**config.mk**
```make
export PLATFORM = sky130hd
export DESIGN_NAME = pwm_reload_timer
export DESIGN_NICKNAME = d
export VERILOG_FILES = /design/src/rtl/pwm_tmr_pkg.sv /design/src/rtl/pwm_tmr_regs.sv /design/src/rtl/pwm_tmr_prescale.sv /design/src/rtl/pwm_tmr_core.sv /design/src/rtl/pwm_reload_timer.sv
export SDC_FILE = /design/constraint.sdc
export NUM_CORES = 1
export LEC_CHECK = 0
export ABC_AREA = 0
export BUFFER_PORTS_ARGS = -buffer_cell sky130_fd_sc_hd__clkbuf_2
export CELL_PAD_IN_SITES_DETAIL_PLACEMENT = 1
export CELL_PAD_IN_SITES_GLOBAL_PLACEMENT = 1
export CORE_MARGIN = 1.5
export CORE_UTILIZATION = 45
export DETAILED_ROUTE_END_ITERATION = 10
export PLACE_DENSITY_LB_ADDON = 0.1
export SYNTH_ARGS = -nofsm -noshare
export SYNTH_HDL_FRONTEND = slang
export SYNTH_SLANG_ARGS = --single-unit
```
**constraint.sdc**
```tcl
create_clock -name clk -period 2.2 [get_ports clk]
set_input_delay 0.22 -clock clk [delete_from_list [all_inputs] [get_ports clk]]
set_output_delay 0.22 -clock clk [all_outputs]
set_load 0.01 [all_outputs]
```
**src/rtl/pwm_tmr_pkg.sv**
```systemverilog
package pwm_tmr_pkg;
  localparam int CNT_W  = 16;
  localparam int PSEL_W = 3;
  localparam int PRE_W  = (1 << PSEL_W) - 1;

  typedef enum logic [1:0] {
    ADDR_CTRL   = 2'd0,
    ADDR_PERIOD = 2'd1,
    ADDR_DUTY   = 2'd2
  } reg_addr_e;

  // control field positions
  localparam int CTRL_RUN  = 0;
  localparam int CTRL_PSL  = 1;
  localparam int CTRL_OE   = CTRL_PSL + PSEL_W;
  localparam int CTRL_POL  = CTRL_OE + 1;

  // mask of the low k prescaler bits: all ones means a tick
  function automatic logic [PRE_W-1:0] tick_mask(input logic [PSEL_W-1:0] k);
    logic [PRE_W-1:0] m;
    m = '0;
    for (int i = 0; i < PRE_W; i++) begin
      if (i < int'(k)) m[i] = 1'b1;
    end
    return m;
  endfunction

  function automatic logic duty_active(input logic [CNT_W-1:0] cnt,
                                       input logic [CNT_W-1:0] duty);
    return cnt < duty;
  endfunction
endpackage

```
**src/rtl/pwm_tmr_regs.sv**
```systemverilog
module pwm_tmr_regs
  import pwm_tmr_pkg::*;
(
  input  logic             clk,
  input  logic             rst_n,
  input  logic             wr_en,
  input  logic [1:0]       wr_addr,
  input  logic [CNT_W-1:0] wr_data,
  input  logic             reload_done,
  output logic             run,
  output logic             start,
  output logic             running,
  output logic [PSEL_W-1:0] psel,
  output logic             oe,
  output logic             pol,
  output logic [CNT_W-1:0] cmp_period,
  output logic [CNT_W-1:0] cmp_duty,
  output logic             arm
);
  logic run_d;
  logic wr_ctrl, wr_period, wr_duty;

  assign wr_ctrl   = wr_en && (wr_addr == ADDR_CTRL);
  assign wr_period = wr_en && (wr_addr == ADDR_PERIOD);
  assign wr_duty   = wr_en && (wr_addr == ADDR_DUTY);

  assign start   = run && !run_d;
  assign running = run && run_d;

  always_ff @(posedge clk or negedge rst_n) begin
    if (!rst_n) begin
      run        <= 1'b0;
      run_d      <= 1'b0;
      psel       <= '0;
      oe         <= 1'b0;
      pol        <= 1'b0;
      cmp_period <= '0;
      cmp_duty   <= '0;
    end else begin
      run_d <= run;
      if (wr_ctrl) begin
        run  <= wr_data[CTRL_RUN];
        psel <= wr_data[CTRL_PSL +: PSEL_W];
        oe   <= wr_data[CTRL_OE];
        pol  <= wr_data[CTRL_POL];
      end
      if (wr_period) cmp_period <= wr_data;
      if (wr_duty)   cmp_duty   <= wr_data;
    end
  end

  // reload arm: start clears, duty write sets, reload consumes
  always_ff @(posedge clk or negedge rst_n) begin
    if (!rst_n)           arm <= 1'b0;
    else if (start)       arm <= 1'b0;
    else if (wr_duty)     arm <= 1'b1;
    else if (reload_done) arm <= 1'b0;
  end
endmodule

```
**src/rtl/pwm_tmr_prescale.sv**
```systemverilog
module pwm_tmr_prescale
  import pwm_tmr_pkg::*;
(
  input  logic              clk,
  input  logic              rst_n,
  input  logic              running,
  input  logic [PSEL_W-1:0] psel,
  output logic              tick
);
  logic [PRE_W-1:0] pcnt;
  logic [PRE_W-1:0] mask;

  assign mask = tick_mask(psel);
  assign tick = running && ((pcnt & mask) == mask);

  always_ff @(posedge clk or negedge rst_n) begin
    if (!rst_n)        pcnt <= '0;
    else if (!running) pcnt <= '0;
    else               pcnt <= pcnt + 1'b1;
  end
endmodule

```
**src/rtl/pwm_tmr_core.sv**
```systemverilog
module pwm_tmr_core
  import pwm_tmr_pkg::*;
(
  input  logic             clk,
  input  logic             rst_n,
  input  logic             start,
  input  logic             running,
  input  logic             tick,
  input  logic             arm,
  input  logic [CNT_W-1:0] cmp_period,
  input  logic [CNT_W-1:0] cmp_duty,
  output logic [CNT_W-1:0] cnt,
  output logic [CNT_W-1:0] buf_period,
  output logic [CNT_W-1:0] buf_duty,
  output logic             match,
  output logic             reload_done,
  output logic             pulse,
  output logic             active
);
  assign match       = tick && (cnt == buf_period);
  assign reload_done = match && arm;
  assign active      = running && duty_active(cnt, buf_duty);

  always_ff @(posedge clk or negedge rst_n) begin
    if (!rst_n) begin
      cnt        <= '0;
      buf_period <= '0;
      buf_duty   <= '0;
      pulse      <= 1'b0;
    end else if (start) begin
      cnt        <= '0;
      buf_period <= cmp_period;
      buf_duty   <= cmp_duty;
      pulse      <= 1'b0;
    end else begin
      pulse <= match;
      if (match) begin
        cnt <= '0;
        if (arm) begin
          buf_period <= cmp_period;
          buf_duty   <= cmp_duty;
        end
      end else if (tick) begin
        cnt <= cnt + 1'b1;
      end
    end
  end
endmodule

```
**src/rtl/pwm_reload_timer.sv**
```systemverilog
module pwm_reload_timer
  import pwm_tmr_pkg::*;
(
  input  logic             clk,
  input  logic             rst_n,
  input  logic             wr_en,
  input  logic [1:0]       wr_addr,
  input  logic [15:0]      wr_data,
  output logic             pwm_out,
  output logic             period_pulse
);
  logic              run, start, running, oe, pol, arm, tick;
  logic [PSEL_W-1:0] psel;
  logic [CNT_W-1:0]  cmp_period, cmp_duty, cnt, buf_period, buf_duty;
  logic              match, reload_done, active;

  pwm_tmr_regs u_regs (
    .clk(clk), .rst_n(rst_n), .wr_en(wr_en), .wr_addr(wr_addr),
    .wr_data(wr_data), .reload_done(reload_done), .run(run),
    .start(start), .running(running), .psel(psel), .oe(oe), .pol(pol),
    .cmp_period(cmp_period), .cmp_duty(cmp_duty), .arm(arm)
  );

  pwm_tmr_prescale u_pre (
    .clk(clk), .rst_n(rst_n), .running(running), .psel(psel), .tick(tick)
  );

  pwm_tmr_core u_core (
    .clk(clk), .rst_n(rst_n), .start(start), .running(running),
    .tick(tick), .arm(arm), .cmp_period(cmp_period), .cmp_duty(cmp_duty),
    .cnt(cnt), .buf_period(buf_period), .buf_duty(buf_duty),
    .match(match), .reload_done(reload_done), .pulse(period_pulse),
    .active(active)
  );

  assign pwm_out = oe && (active ^ pol);
endmodule

```
### Yosys cells after proc, flatten, opt, wreduce, memory -nomap -nowiden

Cells that the tools add are included.

* flip-flop bits (word level): 96
* latch bits: 0
* bits in writable memories: 0
* bits in read-only memories: 0
* input bits: 21
* output and inout bits: 2
* word-level logic and storage cells: 67
* memories kept: 0

* add/subtract/negate cells: 2
* multiply operators: 0
* divide/modulo/power cells: 0
* magnitude comparators: 8
* eq/ne operators: 4
* shifts and indexed selects: 0
* muxes and demuxes: 21
* bitwise operators: 2
* reductions and logical operators: 17

Operators by type and width (number)
* 2-to-1 mux 16 bit: 9
* adder 16 x 1 -> 16 bit (second input constant): 1
* equality test 16 bit: 1
* < comparator 16 bit: 1
* 2-to-1 mux 1 bit: 11
* logical AND 1 bit: 10
* < comparator 3 bit (first input constant): 3
* adder 7 x 1 -> 7 bit (second input constant): 1
* bitwise AND 7 bit: 1
* equality test 7 bit: 1
* 2-to-1 mux 7 bit: 1
* < comparator 1 x 3 -> 1 bit (first input constant): 2
* < comparator 2 x 3 -> 1 bit (first input constant): 2
* nonzero test 3 bit: 2
* nonzero test 2 bit: 2
* equality test 2 x 1 -> 1 bit (second input constant): 1
* equality test 2 bit (second input constant): 1
* logical NOT 2 bit: 1
* AND reduction 2 bit: 1
* logical NOT 1 bit: 1
* XOR 1 bit: 1

### Depth between registers and ports, before layout

Gate-level depths: netlist of run 1.

* word-level depth: 10
* depth in mapped cells: 8
* gate-level depth less buffers: 8

### Cells and area by module

From an unflattened synthesis of run 1, not the netlist that was laid out.

* cells, all modules: 363
* area total of the unflattened synthesis: 4675.7 um^2

Modules (own cells, without submodules)
* pwm_tmr_core: instances 1, cells an instance 237, area each 2762.6 um^2
* pwm_tmr_regs: instances 1, cells an instance 87, area each 1536.5 um^2
* pwm_tmr_prescale: instances 1, cells an instance 37, area each 361.6 um^2
* pwm_reload_timer: instances 1, cells an instance 2, area each 15.0 um^2

### Least setup slack after synthesis of run 1

OpenSTA, ideal clock, no wires.

* path type: register -> register
* start: reg u_core.cnt[10]
* end: reg u_core.buf_duty[0]
* setup time: 0.125 ns
* arrival time: 2.022 ns
* data required time: 2.075 ns
* setup slack: 0.053 ns
* stages on the path, launching flop included: 9
* period minus slack after synthesis: 2.147 ns
* cell sequence: dfrtp_1 buf_6 xnor2_1 nand4_1 nor4_4 nor3b_4 a21oi_2 buf_6 mux2_4

* cells in the longest elaborated chain, start to end: 4

RTL lines
* start, declared: RTL line pwm_tmr_core.sv:12 `output logic [CNT_W-1:0] cnt,`
* start signal, assigned: RTL line pwm_tmr_core.sv:44 `cnt <= cnt + 1'b1;`
* equality test 16 bit: RTL line pwm_tmr_core.sv:20 `assign match = tick && (cnt == buf_period);`
* logical AND 1 bit: RTL line pwm_tmr_core.sv:20
* nonzero test 2 bit (no line)
* AND reduction 2 bit (no line)
* end signal, assigned: RTL line pwm_tmr_core.sv:33 `buf_duty <= cmp_duty;`
* end signal, assigned: RTL line pwm_tmr_core.sv:41 `buf_duty <= cmp_duty;`
* end, declared: RTL line pwm_tmr_core.sv:14 `output logic [CNT_W-1:0] buf_duty,`

Every way passes these cells.
A chain may end at the register's enable or synchronous reset.

### Final worst setup path of run 1

* start: reg u_core.cnt[13]
* end: out pwm_out

* cells in the longest elaborated chain, start to end: 4

RTL lines
* < comparator 16 bit: RTL line pwm_tmr_pkg.sv:30 `return cnt < duty;`
* logical AND 1 bit: RTL line pwm_tmr_core.sv:22 `assign active = running && duty_active(cnt, buf_duty);`
* XOR 1 bit: RTL line pwm_reload_timer.sv:36 `assign pwm_out = oe && (active ^ pol);`
* logical AND 1 bit: RTL line pwm_reload_timer.sv:36
* end, declared: RTL line pwm_reload_timer.sv:9 `output logic pwm_out,`

Every way passes these cells.

==> results of run 1 <==
==> worst register-to-register path: cells and delay by family (launching register included) <==
kind	cells	cell delay, ps
mux	1	290
compound gates	1	140
flops	1	430
buf+inv	3	430
simple gates	3	800
xor+xnor	1	110
==> routing by layer <==
| layer | vias to the layer above | track usage | wire length, um |
|---|---|---|---|
| met5 | - | 0 | 0 |
| met3 | 22 | 0.0474 | 382 |
| met4 | 0 | 0.0744 | 255 |
| li1 | 1508 | - | - |
| met1 | 1691 | 0.306 | 5230 |
| met2 | 54 | 0.375 | 5720 |
==> kinds of logic (layout without fill, tap and decap cells) <==
group	Yosys count	in the layout	synth area share
adders and majority gates	17	17	0.0456
buffers and inverters	27	112	0.0282
xor gates and xnor gates	22	22	0.0413
DFF	96	96	0.515
AOI/OAI and AO/OA	48	48	0.0649
muxes	72	72	0.197
and+or+nand+nor	95	95	0.108
==> Yosys cell counts (all sizes together), types with 6 or more instances <==
cell type,number,area (um2)
nand3,14,70.1
mux2,69,890
ha,17,213
dfrtp,96,2400
xnor2,19,166
nor2,13,48.8
inv,18,67.6
nand2,30,113
a21oi,8,43.8
o21ai,21,105
nor4,6,52.6
==> area by class of cell <==
cell class / count / area (um2)
Fill cell: 1040 / 4180
Sequential cell: 96 / 2410
Multi-Input combinational cell: 254 / 2310
Timing Repair Buffer: 78 / 612
Tap cell: 133 / 166
Clock buffer: 12 / 135
Inverter: 18 / 67.6
Clock inverter: 4 / 31.3
==> registers in the layout (all words and copies together) (netlist names) <==
| signal | count |
|---|---|
| u_regs.run_d | 1 |
| u_regs.pol | 1 |
| u_regs.run | 1 |
| u_regs.arm | 1 |
| u_core.cnt | 16 |
| u_regs.cmp_period | 16 |
| u_pre.pcnt | 7 |
| u_regs.psel | 3 |
| u_regs.cmp_duty | 16 |
| u_regs.oe | 1 |
| u_core.pulse | 1 |
| u_core.buf_duty | 16 |
| u_core.buf_period | 16 |
==> worst paths after layout <==
path	to	slack [ps]	cells past startpoint
worst max-delay path	pwm_out	-220	8
worst min-delay path	u_regs.cmp_period[11]	80	2
worst max register to register	u_core.buf_duty[13]	-110	9
worst min register to register	u_core.buf_duty[2]	510	1
max in group asynchronous	u_regs.cmp_duty[4]	1140	3
min in group asynchronous	u_core.buf_period[9]	400	2
==> where the power goes <==
part | switching [mW] | leakage [nW] | internal [mW] | total (mW)
combinational | 0.712 | 1.42 | 1.03 | 1.74
clock | 0.635 | 0.0728 | 0.415 | 1.05
sequential | 0.351 | 1.18 | 2.21 | 2.56
==> metrics by stage <==
step,hold WS [ps],area [um2],setup TNS [ps],power (mW),utilization
final,77.9,5730,-694,5.36,0.578
after global routing,67.2,5730,-2680,5.64,0.578
after CTS,72.4,5660,-1570,5.33,0.571
after detailed placement,296,5210,-1040,4.09,0.526
after global placement,291,5210,-62.7,3.98,0.526
after floorplan,-75.6,4660,0,3.55,-
==> timing repair <==
action	CTS	global route
hold buffers	1	0
hold endpoints to repair	46	0
gates resized for setup	25	25
setup endpoints to repair	40	42
pin swaps	12	9
cloned	3	0
buffers inserted	11	6
==> impl_metrics.tcl, run 1 <==
set metrics [dict create \
    h-tree-depth 3 \
    synth_nets 415 \
    wl_per_cell_um 19.5 \
    clk_root_buffer_cell "clkbuf_8" \
    vias 3275 \
    hp-start "wr_data[11]" \
    cp.required_ps 1980 \
    critPathMaxFanout 6 \
    vias_per_cell 5.50 \
    cts_buffers 9 \
    num_rows 36 \
    setup_ws_ps -223 \
    clockBufferDepth 2 \
    cp_top_family "compound AO/OA/AOI/OAI gates" \
    violations "negative setup slack" \
    final_cells 595 \
    avgSynthCellArea_um2 12.4 \
    worst_skew_pair.late_latency_ps 380 \
    place_congestion 0.828 \
    ant_nets 0 \
    cp-end-kind "output pin" \
    initial_core_util 0.471 \
    final_max_slew_viol_count 0 \
    die-width_um 105 \
    dp_cells 561 \
    startpoint "u_core.cnt[13]" \
    die_y_um 105 \
    layout_common_cells "92 x dfrtp_1, 47 x buf_4, 39 x mux2_2" \
    max_stage_delay_ps 410 \
    route.detailed.drc 0 \
    io_pins 23 \
    first_pass_iters 4 \
    irDropWorstVdd_v 0.000411 \
    layout-drive-gt1-share 0.416 \
    worst_slew_pin_slew_ps 652 \
    clk_pin_slew_ps 100 \
    synth_edf_count 0 \
    cp_data_arrival_time_ps 2200 \
    portBuffers 22 \
    cts.sinks 96 \
    die_area_um2 11000 \
    finalWirelength_um 11600 \
    path_buf_inv 2 \
    p_per_area_nw_per_um2 936 \
    nets 495 \
    crit_chain "buf_6, ha_4, a211oi_4, o21ai_2, nor4_2, nand2_1, o311ai_2, buf_2" \
    first_iter_violations 150 \
    ys_seq_area_frac 0.515 \
    slowest_stage "dfrtp_1" \
    synth-seq-cells 96 \
    grt_pass1_vias 3585 \
    start_kind "flip-flop" \
    power_leakage_nw 2.67 \
    synth_cells 377 \
    yosysUniqueCellTypes 41 \
    grt_max_degree 49 \
    synthesis.area_um2 4660 \
    async_reset_ff_frac 1.00 \
    cts_tree "done" \
    grt_pass1_wl_um 19200 \
    antenna_found_initial 0 \
    final_common_cell "dfrtp_1" \
    core_um2 9910 \
    yosys_warnings 0 \
    ys.flop_type "dfrtp_1" \
    place_ws_ps -80.6 \
    fin_skew_ps 12.3 \
    min_period_over_period 1.10 \
    rr_startpoint "u_core.cnt[11]" \
    insertedDiodeCount 0 \
    overflow 0 \
    path_class "flip-flop to output pin" \
    area_delta_synth_final_pct 22.8 \
    status "finished with violations" \
    min_period_ps 2420 \
    dpl.hpwl_um 7950 \
    min_path_type "input port to flip-flop" \
    setup_violations 16 \
    max_freq_ghz 0.413 \
    final_hold_viol_count 0 \
    cap_violations 0 \
    grt_use_total 0.230 \
    slew_headroom 0.565 \
    rsz0062_at_grt "true" \
]
Note: power is estimated with default switching activity, not from simulation.
==> run 2: changes to the inputs <==
--- a/config.mk
+++ b/config.mk
@@ -6,12 +6,13 @@
 export NUM_CORES = 1
 export LEC_CHECK = 0
 export ABC_AREA = 0
-export BUFFER_PORTS_ARGS = -buffer_cell sky130_fd_sc_hd__clkbuf_2
 export CELL_PAD_IN_SITES_DETAIL_PLACEMENT = 1
 export CELL_PAD_IN_SITES_GLOBAL_PLACEMENT = 1
 export CORE_MARGIN = 1.5
-export CORE_UTILIZATION = 45
+export CORE_UTILIZATION = 47
 export DETAILED_ROUTE_END_ITERATION = 10
+export DONT_BUFFER_PORTS = 1
+export HOLD_SLACK_MARGIN = 0.03
 export PLACE_DENSITY_LB_ADDON = 0.1
 export SYNTH_ARGS = -nofsm -noshare
 export SYNTH_HDL_FRONTEND = slang
==> run 2 against run 1 <==
Compared with the run above:
- the flow finishes with violations (negative hold slack, negative setup slack)
- fmax shrank 2.6%
- die area down 4.1%
- hold slack got worse by 550 ps
- final cell count is 2.9% higher
- setup slack lost 65 ps
- total power is 8.4% higher
- sequential power barely moved
- combinational power grew 7%
- highest routed layer unchanged
==> impl_metrics.tcl, run 2 (synthesis results as in run 1) <==
set metrics [dict create \
    irDropWorstVdd_v 0.000613 \
    clockBufferDepth 2 \
    rsz0062_at_grt "true" \
    fin_skew_ps 10.7 \
    area_delta_synth_final_pct 31.3 \
    grt_use_total 0.249 \
    crit_chain "buf_6, xnor2_2, nand4_1, nor4_4, buf_4, nor3b_4, a21oi_4, buf_12, mux2_4" \
    first_iter_violations 193 \
    nets 512 \
    path_class "flip-flop to flip-flop" \
    vias_per_cell 5.54 \
    final_max_slew_viol_count 0 \
    max_freq_ghz 0.402 \
    setup_tns_ps -8920 \
    path_buf_inv 3 \
    cp-end-kind "flip-flop" \
    cap_violations 0 \
    cp.required_ps 2470 \
    slowest_stage "dfrtp_1" \
    insertedDiodeCount 0 \
    grt_max_degree 97 \
    finalWirelength_um 13300 \
    critPathMaxFanout 12 \
    min_period_ps 2490 \
    cts.sinks 96 \
    cp_data_arrival_time_ps 2760 \
    status "finished with violations" \
    overflow 0 \
    min_period_over_period 1.13 \
    route.detailed.drc 0 \
    p_per_area_nw_per_um2 948 \
    layout_common_cells "95 x dfrtp_1, 63 x buf_4, 39 x mux2_2" \
    fin_util 0.632 \
    final_hold_viol_count 96 \
    cp_top_family "simple AND/OR/NAND/NOR gates" \
    violations "negative hold slack, negative setup slack" \
    clk_root_buffer_cell "clkbuf_8" \
    finalInstanceArea_um2 6120 \
    core_um2 9680 \
    dpl_cell_area_um2 5210 \
    place_congestion 0.796 \
    p_total_mw 5.81 \
    setup_ws_ps -288 \
    portBuffers 0 \
    die_y_um 103 \
    layout-drive-gt1-share 0.422 \
    ctsHoldBuffers 16 \
    min_path_type "input port to async pin" \
    die_area_um2 10500 \
    antenna_found_initial 0 \
    start_kind "flip-flop" \
    num_rows 36 \
    ant_nets 0 \
    grt_pass1_wl_um 19200 \
    max_stage_delay_ps 430 \
    final_common_cell "dfrtp_1" \
    cts_buffers 9 \
    worst_skew_pair.late_latency_ps 380 \
    worst_slew_pin_slew_ps 463 \
    slew_headroom 0.689 \
    holdWs_ps -476 \
    wl_per_cell_um 21.7 \
    io_pins 23 \
    nFillCells 969 \
    initial_core_util 0.482 \
    clk_pin_slew_ps 100 \
    dpl.hpwl_um 7860 \
    vias 3392 \
    h-tree-depth 3 \
    grt_pass1_vias 3623 \
    first_pass_iters 4 \
    power_leakage_nw 2.82 \
    setup_violations 40 \
    cts_tree "done" \
    die-width_um 103 \
]
[run 2: repair_timing]
item,in CTS,in global routing
resized for setup,31,33
buffers inserted,9,12
endpoints found under the hold margin,134,96
cloned,0,3
pin swaps,14,11
endpoints found under the setup margin,42,40
[run 2: worst reg2reg max path, cell delays in order, from the launching register on]
cell	delay, ps
dfrtp_1	430
buf_6	140
xnor2_2	140
nand4_1	210
nor4_4	380
buf_4	170
nor3b_4	250
a21oi_4	150
buf_12	190
mux2_4	330
[run 2: path summary, 6_finish.rpt]
check	from	to	depth (start not counted)	slack [ps]
min reg2reg	u_regs.cmp_duty[7]	u_core.buf_duty[7]	1	500
min in group clk	wr_addr[0]	u_regs.oe	4	230
max in group asynchronous	rst_n	u_core.cnt[10]	0	2460
max reg2reg	u_core.cnt[9]	u_core.buf_period[6]	9	-290
max	u_core.cnt[9]	u_core.buf_period[6]	9	-290
min	rst_n	u_core.buf_period[6]	0	-480
[run 2: per-layer routing]
metal  wire [um]  vias to the layer above  global-route usage
met1        5640                     1767               0.324
li1            -                     1538                   -
met2        6900                       64               0.417
met4         318                        0              0.0991
met3         427                       23              0.0420
met5           0                        -                   0
[run 2: power by group]
group          switching [mW]  total (mW)  internal, mW
Sequential              0.364        2.58          2.21
Combinational           0.760        1.87          1.11
Clock                   0.651        1.36         0.706
[run 2: per-stage QoR]
step	worst slack [ps]	cells
after CTS	-204	598
after global routing	-344	612
after global placement	-121	557
after detailed placement	-170	557
final	-288	612
after floorplan	53.2	377
[run 2: cell type report]
class                           instances  area (um2)  share of cell area
Clock buffer                           12         155              0.0253
Multi-Input combinational cell        255        2430               0.397
Sequential cell                        96        2400               0.393
Inverter                               18        67.6              0.0110
Tap cell                              133         166              0.0272
Timing Repair Buffer                   94         825               0.135
Clock inverter                          4        76.3              0.0125
==> run 3: changes to the inputs <==
==> constraint.sdc (replaced) <==
create_clock -name clk -period 2.2 [get_ports clk]
set_input_delay 0.11 -clock clk [delete_from_list [all_inputs] [get_ports clk]]
set_output_delay 0.11 -clock clk [all_outputs]
set_load 0.01 [all_outputs]
==> run 3 against run 2 <==
Compared with the run above:
- the flow still finishes with violations (negative hold slack, negative setup slack)
- critical path depth stayed put
- utilization is 2.0 points lower
- final cell count is 1.6% lower
- clock power is 3% lower
- first-iteration DRC count is 50% lower
- die area stayed put
- combinational power is 5% lower
- sequential power hardly changed
- non-clock buffer count is 9 lower
- hold slack worse by 110 ps
- count of clock-buffer cells in the layout is 2 lower
- fmax is 3.9% higher
- largest cell class is now registers
- largest power group unchanged
- highest routed layer unchanged
==> impl_metrics.tcl, run 3 (synthesis results as in run 1) <==
set metrics [dict create \
    critPathMaxFanout 14 \
    dpl.hpwl_um 7570 \
    wl_per_cell_um 19.8 \
    slew_headroom 0.512 \
    r2r_cells 9 \
    nets 502 \
    final_max_slew_viol_count 0 \
    crit_chain "xnor2_1, nand4_1, nor4_4, buf_4, nor3b_4, a21oi_4, buf_12, buf_12, mux2_4" \
    p_clk_frac 0.234 \
    area_delta_synth_final_pct 27.1 \
    final_common_cell "dfrtp_1" \
    route.detailed.drc 0 \
    finalWirelength_um 11900 \
    violations "negative hold slack, negative setup slack" \
    core_um2 9680 \
    worst_slew_pin_slew_ps 728 \
    portBuffers 0 \
    max_freq_ghz 0.418 \
    grt_pass1_wl_um 18600 \
    place_congestion 0.812 \
    min_period_ps 2390 \
    layout-drive-gt1-share 0.375 \
    cp_top_family "simple AND/OR/NAND/NOR gates" \
    cp_data_arrival_time_ps 2650 \
    vias_per_cell 5.39 \
    cp-end-kind "flip-flop" \
    rsz0062_at_grt "true" \
    comb_power_share 0.315 \
    p_total_mw 5.66 \
    overflow 0 \
    finalInstanceArea_um2 5930 \
    worst_skew_pair.late_latency_ps 380 \
    irDropWorstVdd_v 0.000502 \
    insertedDiodeCount 0 \
    clk_root_buffer_cell "clkbuf_8" \
    path_common_cell "buf_12" \
    swShare 0.297 \
    path_buf_inv 3 \
    cap_violations 0 \
    grt_use_total 0.239 \
    antenna_found_initial 0 \
    num_rows 36 \
    slowest_stage "dfrtp_1" \
    min_period_over_period 1.09 \
    cp.required_ps 2460 \
    cts_buffers 9 \
    cts_tree "done" \
    power_leakage_nw 2.76 \
    min_path_type "input port to async pin" \
    pwr-share-seq 0.452 \
    initial_core_util 0.482 \
    setup_ws_ps -194 \
    first_pass_iters 6 \
    ctsHoldBuffers 16 \
    vias 3242 \
    dpl_cell_area_um2 5190 \
    intPower_mw 3.98 \
    holdWs_ps -587 \
    cts.sinks 96 \
    grt_max_degree 97 \
    final_hold_viol_count 96 \
    die_y_um 103 \
    clockBufferDepth 2 \
    die-width_um 103 \
    setup_violations 33 \
    p_switching_mw 1.68 \
    fin_skew_ps 12.4 \
    ant_nets 0 \
    io_pins 23 \
    layout_common_cells "96 x dfrtp_1, 57 x buf_4, 39 x mux2_2" \
    p_per_area_nw_per_um2 955 \
    rrSetupSlack_ps -190 \
    max_stage_delay_ps 400 \
    start_kind "flip-flop" \
    first_iter_violations 97 \
    status "finished with violations" \
    rr_endpoint "u_core.buf_period[7]" \
    die_area_um2 10500 \
    clk_pin_slew_ps 100 \
    rr_startpoint "u_core.cnt[7]" \
    h-tree-depth 3 \
    grt_pass1_vias 3514 \
    path_class "flip-flop to flip-flop" \
    setup_tns_ps -5240 \
]
-- run 3: cell types whose count changed in the layout (fill, tap and decap cells not counted), sizes merged --
cell	change
inv	+1
buf	-9
clkinvlp	-1
clkbuf	-2
or3	-1
clkinv	+2
-- run 3: what timing repair did --
action / CTS / global route
setup buffers: 6 / 11
pin swaps: 7 / 14
endpoints found under the setup margin: 41 / 45
resized for setup: 15 / 21
cloned: 2 / 1
hold endpoints to repair: 134 / 96
-- run 3: worst max-delay path by stage --
| stage | startpoint | to | slack [ps] | depth (start not counted) |
|---|---|---|---|---|
| final | u_core.cnt[7] | u_core.buf_period[7] | -190 | 9 |
| after global routing | u_core.cnt[7] | u_core.buf_period[8] | -290 | 9 |
| after CTS | u_regs.psel[2] | u_core.cnt[15] | -200 | 6 |
| after detailed placement | u_regs.psel[2] | u_core.cnt[15] | -170 | 6 |
| after global placement | u_core.buf_period[10] | u_core.buf_duty[1] | -140 | 8 |
| after floorplan | u_core.cnt[10] | u_core.buf_duty[0] | 50 | 8 |
-- run 3: cell type report --
| cell class | instances | area, um2 |
|---|---|---|
| Clock buffer | 10 | 138 |
| Clock inverter | 6 | 91.3 |
| Fill cell | 1008 | 3760 |
| Inverter | 18 | 67.6 |
| Multi-Input combinational cell | 254 | 2290 |
| Sequential cell | 96 | 2400 |
| Tap cell | 133 | 166 |
| Timing Repair Buffer | 85 | 772 |
-- run 3: power groups by stage --
stage / Combinational (mW) / Sequential [mW] / Clock, mW
final: 1.78 / 2.55 / 1.32
after floorplan: 1.10 / 2.45 / 0
after CTS: 1.69 / 2.54 / 1.36
after global routing: 1.92 / 2.61 / 1.41
after global placement: 1.45 / 2.54 / 0
after detailed placement: 1.50 / 2.56 / 0
-- run 3: metrics by stage --
stage / cells / utilization / worst slack, ps
4_1_cts: 593 / 0.594 / -201
3_3_place_gp: 553 / 0.536 / -139
5_1_grt: 602 / 0.612 / -294
3_5_place_dp: 553 / 0.536 / -168
6_report: 602 / 0.612 / -194
2_1_floorplan: 377 / - / 53.2
-- run 3: per-layer routing --
metal,GRT usage,part of all wire,vias to the layer above
li1,-,-,1515
met1,0.333,0.46,1664
met2,0.387,0.49,47
met3,0.0319,0.024,16
met4,0.0864,0.017,0
met5,0,0,-
